===== src/rtl/vxlate_pkg.sv =====
package vxlate_pkg;
    typedef enum logic [1:0] {
        S_IDLE = 2'd0,
        S_REQ  = 2'd1,
        S_WAIT = 2'd2
    } walk_e;
endpackage


===== src/rtl/vxlate_match.sv =====
module vxlate_match #(
    parameter int ENTRIES = 8,
    parameter int VPN_W   = 20,
    parameter int IDX_W   = 3
) (
    input  logic [ENTRIES-1:0]            vld,
    input  logic [ENTRIES-1:0][VPN_W-1:0] tags,
    input  logic [VPN_W-1:0]              vpn,
    output logic                          hit,
    output logic [IDX_W-1:0]              idx
);
    logic [ENTRIES-1:0] eq;

    for (genvar g = 0; g < ENTRIES; g++) begin : g_cmp
        assign eq[g] = vld[g] && (tags[g] == vpn);
    end

    always_comb begin
        idx = '0;
        for (int i = 0; i < ENTRIES; i++) begin
            if (eq[i]) idx = IDX_W'(i);
        end
    end

    assign hit = |eq;
endmodule


===== src/rtl/vxlate_victim.sv =====
module vxlate_victim #(
    parameter int ENTRIES = 8,
    parameter int IDX_W   = 3
) (
    input  logic [ENTRIES-1:0] vld,
    input  logic [IDX_W-1:0]   rr,
    output logic [IDX_W-1:0]   idx,
    output logic               from_free
);
    always_comb begin
        idx = rr;
        for (int i = ENTRIES - 1; i >= 0; i--) begin
            if (!vld[i]) idx = IDX_W'(i);
        end
    end

    assign from_free = ~&vld;
endmodule


===== src/rtl/vxlate_tlb.sv =====
module vxlate_tlb
    import vxlate_pkg::*;
#(
    parameter int VA_W      = 32,
    parameter int PAGE_BITS = 12,
    parameter int PPN_W     = 18,
    parameter int ENTRIES   = 8,
    parameter int PTE_W     = 32,
    parameter int MA_W      = 32
) (
    input  logic                      clk,
    input  logic                      rst_n,
    input  logic                      req_valid,
    input  logic [VA_W-1:0]           req_vaddr,
    input  logic                      req_store,
    output logic                      req_ready,
    output logic                      resp_valid,
    output logic [PPN_W+PAGE_BITS-1:0] resp_paddr,
    output logic                      resp_dirty,
    output logic                      fault_page,
    output logic                      fault_prot,
    output logic                      mem_req_valid,
    output logic [MA_W-1:0]           mem_req_addr,
    input  logic                      mem_rsp_valid,
    input  logic [PTE_W-1:0]          mem_rsp_data,
    input  logic                      priv_sup,
    input  logic                      ctl_base_we,
    input  logic [MA_W-1:0]           ctl_base_wdata,
    input  logic                      ctl_flush,
    output logic                      priv_err
);
    localparam int VPN_W  = VA_W - PAGE_BITS;
    localparam int IDX_W  = (ENTRIES > 1) ? $clog2(ENTRIES) : 1;
    localparam int PA_W   = PPN_W + PAGE_BITS;
    localparam int PTE_SH = $clog2(PTE_W / 8);
    localparam int B_V    = PTE_W - 1;
    localparam int B_RO   = PTE_W - 2;
    localparam int B_D    = PTE_W - 3;

    typedef struct packed {
        walk_e                          st;
        logic [VPN_W-1:0]               vpn;
        logic [PAGE_BITS-1:0]           off;
        logic                           store;
        logic [MA_W-1:0]                base;
        logic [IDX_W-1:0]               rr;
        logic [ENTRIES-1:0]             v;
        logic [ENTRIES-1:0]             ro;
        logic [ENTRIES-1:0]             dy;
        logic [ENTRIES-1:0][VPN_W-1:0]  tag;
        logic [ENTRIES-1:0][PPN_W-1:0]  ppn;
        logic                           rsp_v;
        logic [PA_W-1:0]                rsp_pa;
        logic                           rsp_dy;
        logic                           f_pg;
        logic                           f_pr;
        logic                           p_err;
    } state_t;

    state_t r_d, r_q;

    logic [VPN_W-1:0] in_vpn;
    logic             hit;
    logic [IDX_W-1:0] hit_idx;
    logic [IDX_W-1:0] vic_idx;
    logic             vic_free;
    logic             unused_pte_mid;

    assign in_vpn         = req_vaddr[VA_W-1:PAGE_BITS];
    assign unused_pte_mid = ^mem_rsp_data[B_D-1:PPN_W];

    vxlate_match #(.ENTRIES(ENTRIES), .VPN_W(VPN_W), .IDX_W(IDX_W)) u_match (
        .vld  (r_q.v),
        .tags (r_q.tag),
        .vpn  (in_vpn),
        .hit  (hit),
        .idx  (hit_idx)
    );

    vxlate_victim #(.ENTRIES(ENTRIES), .IDX_W(IDX_W)) u_victim (
        .vld       (r_q.v),
        .rr        (r_q.rr),
        .idx       (vic_idx),
        .from_free (vic_free)
    );

    always_comb begin
        logic ctl_any;
        logic pte_ro;
        logic flush_ok;
        r_d       = r_q;
        r_d.rsp_v = 1'b0;
        r_d.f_pg  = 1'b0;
        r_d.f_pr  = 1'b0;
        r_d.p_err = 1'b0;
        ctl_any   = ctl_base_we || ctl_flush;
        flush_ok  = ctl_flush && priv_sup;
        pte_ro    = mem_rsp_data[B_RO];

        // privileged control
        if (ctl_any && !priv_sup) begin
            r_d.p_err = 1'b1;
        end else if (ctl_base_we) begin
            r_d.base = ctl_base_wdata;
        end

        unique case (r_q.st)
            S_IDLE: begin
                if (req_valid) begin
                    r_d.vpn   = in_vpn;
                    r_d.off   = req_vaddr[PAGE_BITS-1:0];
                    r_d.store = req_store;
                    if (hit) begin
                        r_d.rsp_v  = 1'b1;
                        r_d.rsp_pa = {r_q.ppn[hit_idx], req_vaddr[PAGE_BITS-1:0]};
                        r_d.rsp_dy = r_q.dy[hit_idx];
                        if (req_store && r_q.ro[hit_idx]) begin
                            r_d.f_pr = 1'b1;
                        end else if (req_store) begin
                            r_d.dy[hit_idx] = 1'b1;
                            r_d.rsp_dy      = 1'b1;
                        end
                    end else begin
                        r_d.st = S_REQ;
                    end
                end
            end
            S_REQ: begin
                r_d.st = S_WAIT;
            end
            S_WAIT: begin
                if (mem_rsp_valid) begin
                    r_d.st    = S_IDLE;
                    r_d.rsp_v = 1'b1;
                    if (!mem_rsp_data[B_V]) begin
                        r_d.f_pg   = 1'b1;
                        r_d.rsp_pa = '0;
                        r_d.rsp_dy = 1'b0;
                    end else begin
                        r_d.v[vic_idx]   = 1'b1;
                        r_d.tag[vic_idx] = r_q.vpn;
                        r_d.ppn[vic_idx] = mem_rsp_data[PPN_W-1:0];
                        r_d.ro[vic_idx]  = pte_ro;
                        r_d.dy[vic_idx]  = mem_rsp_data[B_D] || (r_q.store && !pte_ro);
                        r_d.rsp_dy       = mem_rsp_data[B_D] || (r_q.store && !pte_ro);
                        r_d.rsp_pa       = {mem_rsp_data[PPN_W-1:0], r_q.off};
                        r_d.f_pr         = r_q.store && pte_ro;
                        if (!vic_free) begin
                            r_d.rr = (r_q.rr == IDX_W'(ENTRIES - 1)) ? '0 : r_q.rr + 1'b1;
                        end
                    end
                end
            end
            default: r_d.st = S_IDLE;
        endcase

        // a permitted flush overrides any install in the same cycle
        if (flush_ok) begin
            r_d.v = '0;
        end
    end

    always_ff @(posedge clk or negedge rst_n) begin
        if (!rst_n) begin
            r_q <= '0;
        end else begin
            r_q <= r_d;
        end
    end

    assign req_ready     = (r_q.st == S_IDLE);
    assign mem_req_valid = (r_q.st == S_REQ);
    assign mem_req_addr  = r_q.base + (MA_W'(r_q.vpn) << PTE_SH);
    assign resp_valid    = r_q.rsp_v;
    assign resp_paddr    = r_q.rsp_pa;
    assign resp_dirty    = r_q.rsp_dy;
    assign fault_page    = r_q.f_pg;
    assign fault_prot    = r_q.f_pr;
    assign priv_err      = r_q.p_err;
endmodule


===== config.mk =====
export PLATFORM = sky130hd
export DESIGN_NAME = vxlate_tlb
export DESIGN_NICKNAME = d
export VERILOG_FILES = /design/src/rtl/vxlate_pkg.sv /design/src/rtl/vxlate_match.sv /design/src/rtl/vxlate_victim.sv /design/src/rtl/vxlate_tlb.sv
export SDC_FILE = /design/constraint.sdc
export NUM_CORES = 1
export LEC_CHECK = 0
export CELL_PAD_IN_SITES_DETAIL_PLACEMENT = 1
export CELL_PAD_IN_SITES_GLOBAL_PLACEMENT = 1
export CORE_ASPECT_RATIO = 0.9
export CORE_MARGIN = 2
export CORE_UTILIZATION = 35
export CTS_CLUSTER_DIAMETER = 200
export CTS_CLUSTER_SIZE = 24
export DETAILED_ROUTE_END_ITERATION = 8
export DONT_BUFFER_PORTS = 1
export GPL_TIMING_DRIVEN = 0
export PLACE_DENSITY = 0.64
export REMOVE_ABC_BUFFERS = 1
export SKIP_LAST_GASP = 1
export SYNTH_ARGS = -nofsm -noshare
export SYNTH_HDL_FRONTEND = slang
export SYNTH_HIERARCHICAL = 1
export SYNTH_SLANG_ARGS = --single-unit

===== constraint.sdc =====
create_clock -name clk -period 7.6 [get_ports clk]
set_clock_uncertainty 0.15 [all_clocks]
set_input_delay 1.52 -clock clk [delete_from_list [all_inputs] [get_ports clk]]
set_output_delay 1.52 -clock clk [all_outputs]
set_load 0.01 [all_outputs]

==> results of run 1 <==
==> critical path, stage by stage <==
cell      delay [ps]
xnor2_1          230
nand4_1          190
nor4_1           730
nand4_1          190
a21bo_1          230
a21boi_1          70
o21ai_1          830
and3_1          1160
a22o_1           290
a221oi_1          60
a31oi_1          300
a221o_1          170
==> flip-flops by register name (all words and copies together) (netlist names) <==
register,cells
resp_valid,1
fault_prot,1
resp_paddr,30
fault_page,1
resp_dirty,1
r_q,398
priv_err,1
==> path summary, 6_finish.rpt <==
check | startpoint | endpoint | slack [ps]
max | req_vaddr[25] | resp_paddr[26] | 1940
min | r_q[72] | r_q[72] | 340
max reg2reg | r_q[252] | resp_paddr[26] | 2500
min reg2reg | r_q[72] | r_q[72] | 340
max in group asynchronous | rst_n | r_q[157] | 5750
min in group asynchronous | rst_n | r_q[375] | 490
==> cell type report <==
class / instances / share of cell area
Inverter: 21 / 0.00356
Timing Repair Buffer: 21 / 0.0176
Sequential cell: 433 / 0.490
Clock buffer: 24 / 0.0262
Multi-Input combinational cell: 1181 / 0.417
Clock inverter: 1 / 0.00136
Tap cell: 783 / 0.0443
==> logic make-up (layout without fill, tap and decap cells) <==
| kind of cell | after synthesis | in the layout |
|---|---|---|
| flip-flops | 433 | 433 |
| AND/OR/NAND/NOR | 427 | 427 |
| adder cells (fa/ha/maj) | 23 | 23 |
| AO/OA/AOI/OAI | 241 | 241 |
| buffers and inverters | 177 | 67 |
| XOR/XNOR | 186 | 186 |
| multiplexers | 304 | 304 |
==> through the flow <==
step / setup TNS (ps) / worst slack [ps] / instance area [µm²]
3_3_place_gp: -8070 / -509 / 21000
6_report: 0 / 1940 / 22100
3_5_place_dp: 0 / 1390 / 21500
5_1_grt: 0 / 1690 / 22100
4_1_cts: 0 / 1970 / 22100
2_1_floorplan: 0 / 2330 / 20100
==> report_power, final <==
| part | total (mW) | internal [mW] | switching (mW) |
|---|---|---|---|
| combinational | 1.54 | 0.682 | 0.861 |
| sequential | 3.18 | 2.67 | 0.509 |
| clock | 1.32 | 0.552 | 0.768 |
| total | 6.04 | 3.91 | 2.14 |
==> cell usage in the layout, fill, tap and decap left out, drive strengths merged, types with 12 or more instances in the layout <==
cell / instances
a21oi: 24
a221o: 18
a221oi: 21
a222oi: 12
a22o: 19
a22oi: 41
a31oi: 28
buf: 21
clkbuf: 24
dfrtp: 433
ha: 22
inv: 21
mux2: 301
nand2: 263
nand3: 19
nand4: 39
nor2: 36
nor3: 17
nor4: 18
o21ai: 36
xnor2: 137
xor2: 49
==> metal layers <==
| metal | track usage | part of all wire | vias up |
|---|---|---|---|
| met2 | 0.317 | 0.48 | 228 |
| met4 | 0.0445 | 0.021 | 2 |
| li1 | - | - | 6023 |
| met5 | 0 | 0.00027 | - |
| met3 | 0.0290 | 0.043 | 68 |
| met1 | 0.265 | 0.46 | 7251 |
==> results.cfg, run 1 <==
[outcome]
status = completed

[synth]
synth_top_area_frac = 0.517
synthArstFlopShare = 1.00
synth_largest_area_cell = dfrtp_1
synthMuxAreaShare = 0.163
synthAdderAreaFrac = 0.0141
synth_area_um2 = 21000
synth_warnings = 6
synth_cell_types = 66
synth_compound_area_frac = 0.0886
yosysSeqAreaShare = 0.517
synth_xor_area_frac = 0.0781
ys_top_cells_by_area = dfrtp_1, mux2_2, xnor2_1
synthSimpleGateAreaFrac = 0.0924
synth_edf_count = 0
synthCells = 1791
synth_area_per_cell_um2 = 11.7
synth.most_common_cell = dfrtp_1
ys_top_cells_by_count = dfrtp_1, nand2_1, mux2_2
synth_top_family_by_area = multiplexers
ys.flop_type = dfrtp_1
ys_ff_latch = 433

[drt]
vias = 13600
via_per_inst = 5.51
ant_nets = 0
drc = 0
routed_wl_um = 59000
drtIter0Drc = 906
dr.pass1.iters = 5
routedWlPerCell_um = 23.9

[final_layout]
instances_no_fill = 2464
utilization = 0.371
regArea_um2 = 10800
multiInputGateArea_um2 = 9230
synthToLayoutAreaGrowth_pct = 5.57
fillers = 6328
nets = 1807
layout-drive-gt1-share = 0.164
diodes = 0

[worst_setup_path]
crit_path_end_kind = register
path_class = primary input to register
crit_fanout = 20
startpoint_type = primary input
ff2ff_path_depth = 12
required_ps = 7940
cp_data_arrival_time_ps = 6000

[placed_design]
port_buffers = 0
globalplace.congestion = 0.795
dpl.hpwl_um = 38700
placedCellCount = 2439

[cts]
postCtsSetupBuffers = 0
numClockSinks = 433
clock_path_buffers = 3
postCtsHoldBufs = 0
cts_tree = yes
post_cts_resize_count = 0
cts_made_buffers = 22
clk_latency_ps = 570
cts-root-buf = clkbuf_16
htree_levels = 1
cts.clk_slew.worst_paths_ps = 90

[sta]
relSlewSlack = 0.123
grt_setup_unrepaired = no
clock.fmax_ghz = 0.177
worstMarginPinSlew_ps = 1320
period_share = 0.745
drv_slew = 0
hold_viol_final = 0
fin_hold_ws_ps = 336
setup_viol = 0
period_minus_slack_ps = 5660

[worst_hold_path]
worstHoldPathType = register to register
min_path_cells = 2

[die]
rows = 85
initial_core_util = 0.352
die_w_um = 262
ios = 173
coreArea_um2 = 59600
die_area_um2 = 61800
die_h_um = 236

[global_routing]
antenna_found_initial = 3
gr-total-overflow = 0
grt.total_usage = 0.192
grt_max_degree = 434
grt_pass1_wl_um = 91000
grt_pass1_vias = 14500

[pwr]
p_leak_nw = 10.1
peakVddDrop_uv = 146
totalPowerFinal_mw = 6.04
power_density_nw_per_um2 = 273

[flow_run]
max_cap_violations = 0
Power figures use the tool's default switching activity.
==> run 2: changes to the inputs <==
--- a/config.mk
+++ b/config.mk
@@ -5,6 +5,7 @@
 export SDC_FILE = /design/constraint.sdc
 export NUM_CORES = 1
 export LEC_CHECK = 0
+export ABC_AREA = 1
 export CELL_PAD_IN_SITES_DETAIL_PLACEMENT = 1
 export CELL_PAD_IN_SITES_GLOBAL_PLACEMENT = 1
 export CORE_ASPECT_RATIO = 0.9
@@ -15,7 +16,7 @@
 export DETAILED_ROUTE_END_ITERATION = 8
 export DONT_BUFFER_PORTS = 1
 export GPL_TIMING_DRIVEN = 0
-export PLACE_DENSITY = 0.64
+export PLACE_DENSITY = 0.67
 export REMOVE_ABC_BUFFERS = 1
 export SKIP_LAST_GASP = 1
 export SYNTH_ARGS = -nofsm -noshare
==> constraint.sdc (replaced) <==
create_clock -name clk -period 5.55 [get_ports clk]
set_clock_uncertainty 0.15 [all_clocks]
set_input_delay 1.11 -clock clk [delete_from_list [all_inputs] [get_ports clk]]
set_output_delay 1.11 -clock clk [all_outputs]
set_load 0.01 [all_outputs]
==> results.cfg, run 2 <==
[synth]
synth_area_um2 = 22300
synth_top_family_by_area = simple AND/OR/NAND/NOR gates
synthMuxAreaShare = 0.0147
synth_warnings = 6
synthCells = 2793
synth_top_area_frac = 0.486
synthArstFlopShare = 1.00
synth_area_per_cell_um2 = 7.98
synthSimpleGateAreaFrac = 0.228
synth_cell_types = 55
ys_top_cells_by_count = nand2_1, dfrtp_1, o21ai_0
synthAdderAreaFrac = 0.0133
ys_ff_latch = 433
synth_xor_area_frac = 0.0263
synth_compound_area_frac = 0.137
ys_top_cells_by_area = dfrtp_1, nand2_1, o21ai_0
ys.flop_type = dfrtp_1
synth_largest_area_cell = dfrtp_1
yosysSeqAreaShare = 0.486
synth_edf_count = 0
synth.most_common_cell = nand2_1

[sta]
hold_viol_final = 0
relSlewSlack = 0.119
worstMarginPinSlew_ps = 1320
setup_viol = 0
period_minus_slack_ps = 5140
period_share = 0.926
clock.fmax_ghz = 0.195
drv_slew = 0
grt_setup_unrepaired = no
fin_setup_tns_ps = 0

[die]
ios = 173
die_w_um = 270
die_h_um = 243
rows = 87
initial_core_util = 0.355
die_area_um2 = 65700
coreArea_um2 = 62800

[final_layout]
regMostFlops = r_q
largest_reg_flops = 398
utilization = 0.368
synthToLayoutAreaGrowth_pct = 3.60
layout_common_cells = nand2_1, dfrtp_1, o21ai_0, inv_1, nor2_1
fillers = 7616
layout-drive-gt1-share = 0.0563
nets = 2791
final_common_cell = nand2_1

[cts]
htree_levels = 1
postCtsSetupBuffers = 0
cts-root-buf = clkbuf_16
clk_latency_ps = 570
numClockSinks = 433
cts_made_buffers = 22
post_cts_resize_count = 0
cts.clk_slew.worst_paths_ps = 120
postCtsHoldBufs = 0
cts_tree = yes
clock_path_buffers = 3

[worst_setup_path]
required_ps = 5910
path_class = primary input to register
startpoint_type = primary input
crit_fanout = 18
crit_path_end_kind = register
cp_data_arrival_time_ps = 5500

[placed_design]
globalplace.congestion = 0.834
dpl.hpwl_um = 48300
port_buffers = 0

[drt]
routedWlPerCell_um = 20.4
drc = 0
dr.pass1.iters = 5
ant_nets = 0
drtIter0Drc = 1172
routed_wl_um = 71600
via_per_inst = 5.17
vias = 18100

[global_routing]
grt_pass1_vias = 19100
gr-total-overflow = 0
grt_max_degree = 434
antenna_found_initial = 3
grt_pass1_wl_um = 112000
grt.total_usage = 0.218

[pwr]
p_leak_nw = 11.1
power_density_nw_per_um2 = 373
peakVddDrop_uv = 202

[outcome]
status = completed

[worst_hold_path]
worstHoldPathType = primary input to async pin

[flow_run]
max_cap_violations = 0
==> run 2: critical path: stages <==
cell and delay (ps):
inv_2 130, a21boi_1 340, nand4_1 150, nor2_1 400, nand3_2 220, nand2_1 170
inv_2 60, nand2_1 50, nand2_1 500, inv_1 730, nand3_1 770, o22ai_1 470
nor2_1 90, nand3b_1 100, nand2_1 80, nand3_1 100
==> run 2: per-stage QoR <==
step	setup slack (ps)	instance area, µm²	power [mW]	hold slack [ps]	std cells
4_1_cts	546	23100	8.72	32.8	3509
3_5_place_dp	-86.0	22400	6.85	309	3484
6_report	413	23100	8.61	51.2	3512
3_3_place_gp	-1230	22300	6.73	304	3481
5_1_grt	127	23100	9.18	32.0	3511
2_1_floorplan	1600	21300	5.88	292	2636
==> run 2: final cells by class <==
cell class                 instances  area [µm²]  share of cell area
multi-input combinational       1909        9370               0.406
inverter                         294        1110              0.0481
tap                              845        1060              0.0458
clock buffer                      24         579              0.0251
antenna                            2        5.00            0.000217
clock inverter                     1        30.0             0.00130
timing repair buffer               4        95.1             0.00412
sequential                       433       10800               0.469
==> run 2: report_power, final <==
group | switching (mW) | leakage, nW | internal (mW)
clock network | 1.09 | 0.296 | 0.756
registers | 0.429 | 5.45 | 3.68
logic | 1.88 | 5.35 | 0.787
total | 3.39 | 11.1 | 5.22
==> run 2: kinds of logic after synthesis <==
kind of cell,Yosys count
buf+inv,451
flops,433
xor+xnor,67
fa+ha+maj,23
compound gates,548
mux,28
simple gates,1243
==> run 2: metal layers <==
metal,track usage,wire (µm),share of wire,vias to the layer above
li1,-,-,-,8569
met3,0.0354,3360,0.047,91
met4,0.0572,1760,0.025,2
met2,0.373,34000,0.48,318
met5,0,9,0.00013,-
met1,0.286,32400,0.45,9167
==> run 2: final timing paths <==
check,end,slack [ps],startpoint,cells past startpoint
hold reg to reg,r_q[94],330,r_q[94],2
min in group clk,r_q[94],330,r_q[94],2
max in group asynchronous,r_q[164],4100,rst_n,0
hold / removal,r_q[390],50,rst_n,0
setup reg to reg,resp_paddr[12],650,r_q[359],15
setup / recovery,resp_paddr[12],410,req_vaddr[15],16
